**src/rtl/cp_pkg.sv**
```systemverilog
package cp_pkg;

   localparam int STATE_W = 3;

   typedef enum logic [STATE_W-1:0] {
      ST_IDLE       = 3'd0,
      ST_RUN        = 3'd1,
      ST_FETCH_TRAP = 3'd2,
      ST_ROB_SQUASH = 3'd3,
      ST_TRAP_WAIT  = 3'd4,
      ST_SQ_AFTER   = 3'd5
   } thr_state_e;

   typedef enum logic [1:0] {
      POL_ROTATE = 2'd0,
      POL_AGE    = 2'd1,
      POL_GREEDY = 2'd2
   } pick_pol_e;

   function automatic logic state_can_retire(logic [STATE_W-1:0] s);
      return (s == ST_IDLE) || (s == ST_RUN) || (s == ST_FETCH_TRAP);
   endfunction

endpackage

```
**src/rtl/cp_qualify.sv**
```systemverilog
module cp_qualify #(
   parameter int N = 4
) (
   input  logic [cp_pkg::STATE_W*N-1:0] state_i,
   input  logic [N-1:0]                 rdy_i,
   input  logic [N-1:0]                 empty_i,
   output logic [N-1:0]                 qual_o
);
   localparam int SW = cp_pkg::STATE_W;

   for (genvar t = 0; t < N; t++) begin : g_thr
      assign qual_o[t] = cp_pkg::state_can_retire(state_i[t*SW +: SW])
                         && rdy_i[t] && !empty_i[t];
   end
endmodule

```
**src/rtl/cp_rr_order.sv**
```systemverilog
module cp_rr_order #(
   parameter int N     = 4,
   parameter int TID_W = 2
) (
   input  logic             clk_i,
   input  logic             rst_ni,
   input  logic [N-1:0]     qual_i,
   input  logic             adv_i,
   output logic             hit_o,
   output logic [TID_W-1:0] tid_o,
   output logic [TID_W*N-1:0] order_o
);
   logic [TID_W-1:0] order_q [N];
   logic [TID_W-1:0] pos;

   always_comb begin
      hit_o = 1'b0;
      tid_o = '0;
      pos   = '0;
      for (int p = N - 1; p >= 0; p--) begin
         if (qual_i[order_q[p]]) begin
            hit_o = 1'b1;
            tid_o = order_q[p];
            pos   = TID_W'(p);
         end
      end
   end

   always_ff @(posedge clk_i or negedge rst_ni) begin
      if (!rst_ni) begin
         for (int p = 0; p < N; p++) order_q[p] <= TID_W'(p);
      end else if (adv_i && hit_o) begin
         for (int p = 0; p < N - 1; p++) begin
            if (p >= int'(pos)) order_q[p] <= order_q[p+1];
         end
         order_q[N-1] <= tid_o;
      end
   end

   for (genvar p = 0; p < N; p++) begin : g_out
      assign order_o[p*TID_W +: TID_W] = order_q[p];
   end
endmodule

```
**src/rtl/cp_age_pick.sv**
```systemverilog
module cp_age_pick #(
   parameter int N     = 4,
   parameter int SEQ_W = 32,
   parameter int TID_W = 2
) (
   input  logic [N-1:0]       qual_i,
   input  logic [SEQ_W*N-1:0] seq_i,
   output logic               hit_o,
   output logic [TID_W-1:0]   tid_o
);
   logic [SEQ_W-1:0] best;

   always_comb begin
      hit_o = 1'b0;
      tid_o = '0;
      best  = '0;
      for (int t = 0; t < N; t++) begin
         if (qual_i[t] && (!hit_o || seq_i[t*SEQ_W +: SEQ_W] < best)) begin
            hit_o = 1'b1;
            tid_o = TID_W'(t);
            best  = seq_i[t*SEQ_W +: SEQ_W];
         end
      end
   end
endmodule

```
**src/rtl/smt_commit_picker.sv**
```systemverilog
module smt_commit_picker #(
   parameter int NUM_THR = 4,
   parameter int SEQ_W   = 32,
   localparam int TID_W  = (NUM_THR > 1) ? $clog2(NUM_THR) : 1,
   localparam int SW     = cp_pkg::STATE_W
) (
   input  logic                     clk_i,
   input  logic                     rst_ni,
   input  logic [1:0]               policy_i,
   input  logic [SW*NUM_THR-1:0]    thr_state_i,
   input  logic [NUM_THR-1:0]       head_rdy_i,
   input  logic [NUM_THR-1:0]       rob_empty_i,
   input  logic [SEQ_W*NUM_THR-1:0] head_seq_i,
   input  logic                     grant_ack_i,
   output logic                     sel_valid_o,
   output logic [TID_W-1:0]         sel_tid_o
);
   import cp_pkg::*;

   if (NUM_THR < 1) begin : g_bad_thr
      $error("NUM_THR must be at least 1");
   end
   if (SEQ_W < 1) begin : g_bad_seq
      $error("SEQ_W must be at least 1");
   end

   logic [TID_W*NUM_THR-1:0] rr_order_flat;

   if (NUM_THR == 1) begin : g_single
      assign sel_valid_o   = state_can_retire(thr_state_i[SW-1:0]);
      assign sel_tid_o     = '0;
      assign rr_order_flat = '0;
   end else begin : g_multi
      logic [NUM_THR-1:0] qual;
      logic               rr_hit, age_hit;
      logic [TID_W-1:0]   rr_tid, age_tid;
      logic               use_rr;

      assign use_rr = (policy_i == POL_ROTATE);

      cp_qualify #(.N(NUM_THR)) u_qual (
         .state_i (thr_state_i),
         .rdy_i   (head_rdy_i),
         .empty_i (rob_empty_i),
         .qual_o  (qual)
      );

      cp_rr_order #(.N(NUM_THR), .TID_W(TID_W)) u_rr (
         .clk_i   (clk_i),
         .rst_ni  (rst_ni),
         .qual_i  (qual),
         .adv_i   (grant_ack_i && use_rr),
         .hit_o   (rr_hit),
         .tid_o   (rr_tid),
         .order_o (rr_order_flat)
      );

      cp_age_pick #(.N(NUM_THR), .SEQ_W(SEQ_W), .TID_W(TID_W)) u_age (
         .qual_i (qual),
         .seq_i  (head_seq_i),
         .hit_o  (age_hit),
         .tid_o  (age_tid)
      );

      assign sel_valid_o = use_rr ? rr_hit : age_hit;
      assign sel_tid_o   = use_rr ? rr_tid : age_tid;
   end
endmodule

```
**config.mk**
```make
export PLATFORM = sky130hd
export DESIGN_NAME = smt_commit_picker
export DESIGN_NICKNAME = d
export VERILOG_FILES = /design/src/rtl/cp_pkg.sv /design/src/rtl/cp_qualify.sv /design/src/rtl/cp_rr_order.sv /design/src/rtl/cp_age_pick.sv /design/src/rtl/smt_commit_picker.sv
export SDC_FILE = /design/constraint.sdc
export NUM_CORES = 1
export LEC_CHECK = 0
export CORE_MARGIN = 2
export CORE_UTILIZATION = 48
export CTS_CLUSTER_DIAMETER = 30
export DETAILED_ROUTE_END_ITERATION = 10
export PLACE_DENSITY = 0.89
export SLEW_MARGIN = 40
export SYNTH_ARGS = -nofsm -noshare
export SYNTH_HDL_FRONTEND = slang
export SYNTH_SLANG_ARGS = --single-unit
export TNS_END_PERCENT = 10
```
**constraint.sdc**
```tcl
create_clock -name clk_i -period 25.6 [get_ports clk_i]
set_input_delay 7.68 -clock clk_i [delete_from_list [all_inputs] [get_ports clk_i]]
set_output_delay 7.68 -clock clk_i [all_outputs]
set_load 0.1 [all_outputs]
```
# Word-level counts from Yosys, hierarchy flattened
# Index checks and enable logic that the tools add are counted.
[word_totals]
in_bits = 153
reg_bits = 8
elab_cells = 93
out_inout_bits = 3
[classes]
reduce_logical = 39
eq_ne = 8
muxes = 32
n_lt_le_gt_ge = 10
[ops]
columns = ["operator", "count"]
rows = [
  ["less-than comparator 32 bit", 3],
  ["2-to-1 mux 32 bit", 3],
  ["2-to-1 mux 2 bit", 11],
  ["2-to-1 mux 1 bit", 14],
  ["logical AND 1 bit", 13],
  ["== test 3 x 1 -> 1 bit (second input constant)", 4],
  ["== test 3 x 2 -> 1 bit (second input constant)", 4],
  ["zero test 3 bit", 4],
  ["less-than comparator 2 x 3 -> 1 bit (second input constant)", 4],
  ["logical OR 1 bit", 11],
  ["binary-select mux 1 bit (select 2 bit)", 4],
  ["zero test 1 bit", 7],
  ["AND reduction 2 bit", 3],
  [">= comparator 1 x 2 -> 1 bit (first input constant)", 2],
  [">= comparator 2 bit (first input constant)", 1],
  ["zero test 2 bit", 1],
]

# Longest topological paths before layout
# Gate-level depths: netlist (run 1).
[depth]
word_depth = 19
ltp_mapped = 37

# By module
# A second synthesis (run 1) with hierarchy kept.
[hier_totals]
cells_unflattened = 509
area_unflattened_um2 = 3832.4
[by_module_without_submodules]
columns = ["module", "cells_each", "area_per_inst_um2", "instances"]
rows = [
  ["cp_age_pick", 433, 3019.1, 1],
  ["cp_rr_order", 63, 675.6, 1],
  ["cp_qualify", 8, 75.1, 1],
  ["smt_commit_picker", 5, 62.6, 1],
]

# Worst setup path before layout (run 1)
# OpenSTA, ideal clock, no wires.
[synth_path]
path_kind = "in2out"
from = "input rob_empty_i[0]"
to = "output sel_tid_o[1]"
cell_stages = 35
arrival_ns = 15.745
path_slack_ns = 2.175
path_cell_list = "nor2_1 > and3_1 > buf_4 > clkbuf_1 > nand2_1 > ha_1 > a211oi_1 > o21ai_1 > o221a_2 > nor3_1 > nand3_1 > a21oi_2 > clkbuf_1 > a21oi_1 > ha_1 > a2111oi_0 > o21ai_0 > a21oi_1 > o21ai_0 > nand3b_1 > a2111oi_1 > a311o_1 > buf_4 > buf_4 > nand2_1 > o21a_1 > ha_1 > and4_1 > a21oi_1 > nand2_1 > a2111oi_0 > inv_1 > a2111oi_0 > o31ai_1 > a31oi_1"
[synth_via]
elab_chain_cells = 16
elab_cells_between_ends = 35
[synth_lines]
columns = ["element", "line_no", "source"]
rows = [
  ["from (decl)", "smt_commit_picker.sv:12", "input logic [NUM_THR-1:0] rob_empty_i,"],
  ["zero test 1 bit *", "cp_qualify.sv:13", "&& rdy_i[t] && !empty_i[t];"],
  ["logical AND 1 bit *", "cp_qualify.sv:13", ""],
  ["2-to-1 mux 32 bit / 2-to-1 mux 1 bit (equally long branches)", "cp_age_pick.sv:18", "if (qual_i[t] && (!hit_o || seq_i[t*SEQ_W +: SEQ_W] < best)) begin"],
  ["less-than comparator 32 bit / zero test 1 bit (equally long branches)", "cp_age_pick.sv:18", ""],
  ["logical OR 1 bit", "cp_age_pick.sv:18", ""],
  ["logical AND 1 bit", "cp_age_pick.sv:18", ""],
  ["2-to-1 mux 32 bit / 2-to-1 mux 1 bit (equally long branches)", "cp_age_pick.sv:18", ""],
  ["less-than comparator 32 bit / zero test 1 bit (equally long branches)", "cp_age_pick.sv:18", ""],
  ["logical OR 1 bit", "cp_age_pick.sv:18", ""],
  ["logical AND 1 bit", "cp_age_pick.sv:18", ""],
  ["2-to-1 mux 32 bit / 2-to-1 mux 1 bit (equally long branches)", "cp_age_pick.sv:18", ""],
  ["less-than comparator 32 bit / zero test 1 bit (equally long branches)", "cp_age_pick.sv:18", ""],
  ["logical OR 1 bit", "cp_age_pick.sv:18", ""],
  ["logical AND 1 bit", "cp_age_pick.sv:18", ""],
  ["2-to-1 mux 2 bit", "cp_age_pick.sv:18", ""],
  ["2-to-1 mux 2 bit *", "smt_commit_picker.sv:66", "assign sel_tid_o = use_rr ? rr_tid : age_tid;"],
  ["to (decl)", "smt_commit_picker.sv:16", "output logic [TID_W-1:0] sel_tid_o"],
]
# Every way passes the cells marked *; elsewhere a longest branch is shown, timed or not. The select of a mux whose other input is x is not followed.

# Worst setup path in the final report (run 1)
# Ends and elaborated chain as after synthesis.

==> qor.yml, run 1 <==
routabilityCongestion: 1.029
route.detailed.drc: 0
largest_reg_flops: 8
drt_first_pass_iters: 6
crit_path_max_fanout: 42
layout.nets: 902
synth.avg_cell_area_sq_um: 7.075
r2r_cells: 4
cts_resized: 0
postCtsSetupRepairBufs: 0
r2r_end: "g_multi.u_rr.order_o[7]"
grt_pass1_vias: 4431
layout_commonest_cell: "clkdlybuf4s50_1"
finalHoldViolations: 0
min_delay_path_depth: 2
synth_nets: 758
leakagePower_nw: 2.031
syn-instance-count: 512
crit_type: "input port to output port"
setup-violations-final: 0
busiest_layer: "met2"
critical_path.max_stage_delay_ps: 700
worstMarginPinSlew_ps: 726.9
syn_area_sq_um: 3622
fmax_mhz: 40.67
reg2reg_slack_ps: 23560
fillerInstances: 618
tns_ps: 0
cts_tree: "built"
die_w_um: 90.87
cts_buffer_depth: 2
multiInputGateArea_sq_um: 3303
met3_usage: 0.04424
die_h_um: 90.87
cts.clk_slew.worst_paths_ps: 50
area_delta_synth_final_pct: 45.91
fin_crit_sh: 0.9605
postSynth.asyncResetShare: 1.000
timing.rr.start: "g_multi.u_rr.order_o[5]"
antennaDiodeCount: 0
antenna_found_initial: 0
drv_slew: 0
critPathSlowestCell: "a2111oi_1"
grtUsageMet1: 0.4313
synth_ff_type: "dfstp_2"
rows: 31
post_dp_cell_area_sq_um: 5239
ios: 156
seq_area_frac_synth: 0.05665
cts-htree-levels: 1
use_met2: 0.5243
arrival_ps: 16910
synth_edf_count: 0
drive_gt1_frac: 0.04427
io_buffers: 155
end_kind: "output port"
ys_ff_latch: 8
ant_nets: 0
min_period_ps: 24590
numCtsBuffers: 3
post-dp-hpwl_mm: 11.48
die_area_sq_um: 8257
hp-class: "flip-flop to flip-flop"
worstSkewPairLatency_ps: 240
cp.required_ps: 17920
grt_pass1_wl_mm: 21.31
grt_max_degree: 43
via_per_inst: 6.005
power.density_nw_per_um2: 23.72
grtUsageTotal: 0.3137
ys_types: 46
drt-total-wl_mm: 13.30
globalRoute.totalOverflow: 0
start_util: 0.4967
status: "complete, no violations"
rsz0062_at_grt: "false"
stdcell_area_sq_um: 5285
final_cell_mix: "152 x clkdlybuf4s50_1, 93 x ha_1, 84 x nand2_1, 66 x a21oi_1, 61 x nor2_1"
irDropWorstVdd_mv: 0.04560
clock-root-buffer: "clkbuf_8"
hold_end: "g_multi.u_rr.order_o[4]"
routed-via-count: 4528
cts_hold_repair.buffers: 0
routedWlPerCell_um: 17.64
ff_latch_area_sq_um: 205.2
hp-start: "g_multi.u_rr.order_o[6]"
drt_iter0_drc: 364
yosysWarnings: 0
slew_headroom: 0.5154
coreArea_sq_um: 7292
max-cap-violations: 0
clock_skew_ps: 10.13
crit_path_start_kind: "input port"
cts_sinks: 8
synth_stat cells, types with 5 or more instances:
cell	count	area (sq um)
a21o_1	6	45.04
a21oi_1	66	330.3
a31oi_1	5	31.28
and3_1	7	43.79
buf_4	8	60.06
clkbuf_1	8	30.03
ha_1	93	1164
mux2_2	6	67.56
nand2_1	84	315.3
nand3_1	13	65.06
nand4_1	18	112.6
nor2_1	61	229.0
nor3_1	10	50.05
o21a_1	34	255.2
o21ai_0	29	145.1
area by class of cell:
cell class / instances / share of cell area
clock buffers: 4 / 0.008523
inverters: 5 / 0.003551
repair buffers: 158 / 0.3007
flip-flops and latches: 8 / 0.03883
multi-input cells: 480 / 0.6250
well taps: 99 / 0.02344
critical path, delay by kind of cell:
| family | cells | cell delay, ps |
|---|---|---|
| simple gates | 10 | 1870 |
| buf+inv | 5 | 1540 |
| compound gates | 16 | 4870 |
| fa+ha+maj | 3 | 890 |
where the power goes:
group	switching, mW	internal, mW
clock network	0.00550	0.0108
logic	0.0415	0.0447
registers	0.00607	0.0168
cells by family after synthesis:
logic type      Yosys count  share of synthesized area
mux                      11                    0.04283
simple gates            206                     0.2497
flops                     8                    0.05665
compound gates          170                     0.2953
buf+inv                  24                    0.03419
fa+ha+maj                93                     0.3212
worst max path at each step:
stage                        end  cells after the start  slack [ps]           start
CTS                 sel_tid_o[0]                     35        1050  rob_empty_i[0]
floorplan           sel_tid_o[1]                     35        2170  rob_empty_i[0]
detailed placement  sel_tid_o[0]                     34        1100  rob_empty_i[0]
finish              sel_tid_o[1]                     34        1010  rob_empty_i[0]
global placement    sel_tid_o[0]                     34        1210  rob_empty_i[0]
global route        sel_tid_o[0]                     35          70  thr_state_i[2]
layer usage:
metal	part of all wire	up-vias
met1	0.45	2072
met2	0.45	210
met5	0	-
li1	-	2216
met4	0.020	0
met3	0.073	30
metrics by stage:
stage               utilization  hold slack [ps]  cells  power, mW  setup slack [ps]
finish                   0.7248            565.1    754     0.1253              1011
global route             0.7248            581.8    754     0.1344             72.08
CTS                      0.7246            559.5    754     0.1235              1049
detailed placement       0.7184            545.7    750     0.1068              1096
global placement         0.7191            532.0    750     0.1040              1206
floorplan                     -            513.6    512    0.06556              2175
No activity file was read; power rests on OpenSTA's default activity.
==> inputs of run 2 (changes only) <==
--- a/config.mk
+++ b/config.mk
@@ -5,6 +5,7 @@
 export SDC_FILE = /design/constraint.sdc
 export NUM_CORES = 1
 export LEC_CHECK = 0
+export CORE_ASPECT_RATIO = 1.25
 export CORE_MARGIN = 2
 export CORE_UTILIZATION = 48
 export CTS_CLUSTER_DIAMETER = 30
==> qor.yml, run 2 (same netlist as run 1, synthesis figures left out) <==
critical_path.max_stage_delay_ps: 690  # about the same
largest_reg_flops: 8  # unchanged
numCtsBuffers: 3  # unchanged
rows: 35  # +13%
critPathSlowestCell: "a2111oi_0"
leakagePower_nw: 2.038  # +0.36%
r2r_cells: 4  # unchanged
clock-root-buffer: "clkbuf_8"
worstMarginPinSlew_ps: 722.9  # -4.044 ps
crit_cells: 35  # +2.9%
rsz0062_at_grt: "false"
route.detailed.drc: 0  # unchanged
clock_skew_ps: 8.830  # -1.300 ps
postCtsSetupRepairBufs: 0  # unchanged
min_delay_path_depth: 2  # unchanged
drv_slew: 0  # unchanged
start_util: 0.4923  # -0.004393
grt_pass1_wl_mm: 20.49  # -3.9%
ios: 156  # unchanged
setup-violations-final: 0  # unchanged
final_cell_mix: "152 x clkdlybuf4s50_1, 93 x ha_1, 84 x nand2_1, 66 x a21oi_1, 61 x nor2_1"
fillerInstances: 634  # +2.6%
die_area_sq_um: 8262  # about the same
fin_util: 0.7190  # -0.005729
antenna_found_initial: 0  # unchanged
cts-htree-levels: 1  # unchanged
crit_path_max_fanout: 32  # -24%
layout_commonest_cell: "clkdlybuf4s50_1"
hp-class: "flip-flop to flip-flop"
status: "complete, no violations"
tns_ps: 0  # unchanged
coreArea_sq_um: 7357  # +0.89%
antennaDiodeCount: 0  # unchanged
min_period_ps: 24520  # -65.35 ps
arrival_ps: 16840  # -70 ps
cp.required_ps: 17920  # about the same
power.density_nw_per_um2: 23.36  # -1.5%
via_per_inst: 6.039  # +0.56%
fin_crit_sh: 0.9580  # -0.002553
die_h_um: 101.1  # +11%
cts_sinks: 8  # unchanged
irDropWorstVdd_mv: 0.04431  # -2.8%
globalRoute.totalOverflow: 0  # unchanged
drt_iter0_drc: 270  # -26%
hold_slack_ps: 546.4  # -18.72 ps
cts_tree: "built"
fmax_mhz: 40.78  # +0.27%
cts.clk_slew.worst_paths_ps: 40  # about the same
cts_hold_repair.buffers: 0  # unchanged
crit_top_cell: "a21oi_1"
post-dp-hpwl_mm: 11.17  # -2.7%
die_w_um: 81.70  # -10%
crit_family: "compound AO/OA/AOI/OAI gates"
slew_headroom: 0.5056  # -0.009766
worstSkewPairLatency_ps: 230  # about the same
cts_buffer_depth: 2  # unchanged
max-cap-violations: 0  # unchanged
routabilityCongestion: 1.006  # -2.3%
end_kind: "output port"
io_buffers: 155  # unchanged
ant_nets: 0  # unchanged
routed-via-count: 4517  # -0.24%
drt-total-wl_mm: 12.91  # -2.9%
cp_num_buf_inv: 5  # unchanged
grt_max_degree: 34  # -21%
routedWlPerCell_um: 17.26  # -2.1%
drive_gt1_frac: 0.04573  # +0.001457
crit_path_start_kind: "input port"
crit_type: "input port to output port"
drt_first_pass_iters: 5  # -1
finalHoldViolations: 0  # unchanged
cts_resized: 0  # unchanged
grt_pass1_vias: 4417  # -0.32%
grtUsageTotal: 0.3135  # about the same
layout.nets: 903  # +0.11%
area_delta_synth_final_pct: 46.04  # about the same
## run 2: cell types whose count changed in the layout (fill, tap and decap cells not counted)
cell / delta
a2111oi_1: -1
a2111oi_0: +1
buf_8: +1
## run 2: path summary, 6_finish.rpt
check,end,slack [ps],startpoint
setup / recovery,sel_tid_o[1],1080,rob_empty_i[0]
hold / removal,g_multi.u_rr.order_o[4],550,g_multi.u_rr.order_o[6]
max in group asynchronous,g_multi.u_rr.order_o[5],17560,rst_ni
min in group asynchronous,g_multi.u_rr.order_o[4],7730,rst_ni
hold reg to reg,g_multi.u_rr.order_o[4],550,g_multi.u_rr.order_o[6]
setup reg to reg,g_multi.u_rr.order_o[7],23600,g_multi.u_rr.order_o[5]
## run 2: final cells by class
type | instances | area [sq um] | area share
multi-input combinational | 480 | 3302 | 0.6242
timing repair buffer | 159 | 1604 | 0.3032
sequential | 8 | 205.2 | 0.03879
tap | 92 | 115.1 | 0.02176
clock buffer | 4 | 45.04 | 0.008515
inverter | 5 | 18.77 | 0.003548
## run 2: metal layers
layer	vias to the layer above	GRT usage	routed length (um)
met3	30	0.03136	889
li1	2224	-	-
met4	0	0.09615	353
met1	2057	0.4101	5525
met2	206	0.5385	6142
met5	-	0	0
## run 2: power breakdown
part           internal (mW)  switching [mW]
Clock                 0.0108         0.00473
Sequential            0.0168         0.00580
Combinational         0.0448          0.0407
## run 2: worst register-to-register path, cell delays in order, from the launching register on
cell,delay (ps)
dfstp_2,560
mux4_2,530
and3_1,240
a21oi_1,230
mux2_2,360
## run 2: stage by stage
step | area (sq um) | cells | worst slack, ps | total power [mW]
after floorplan | 3622 | 512 | 2175 | 0.06556
after global placement | 5235 | 743 | 1364 | 0.1041
after detailed placement | 5245 | 744 | 1461 | 0.1064
after CTS | 5290 | 748 | 1357 | 0.1227
after global routing | 5290 | 748 | 452.8 | 0.1350
final | 5290 | 748 | 1076 | 0.1236
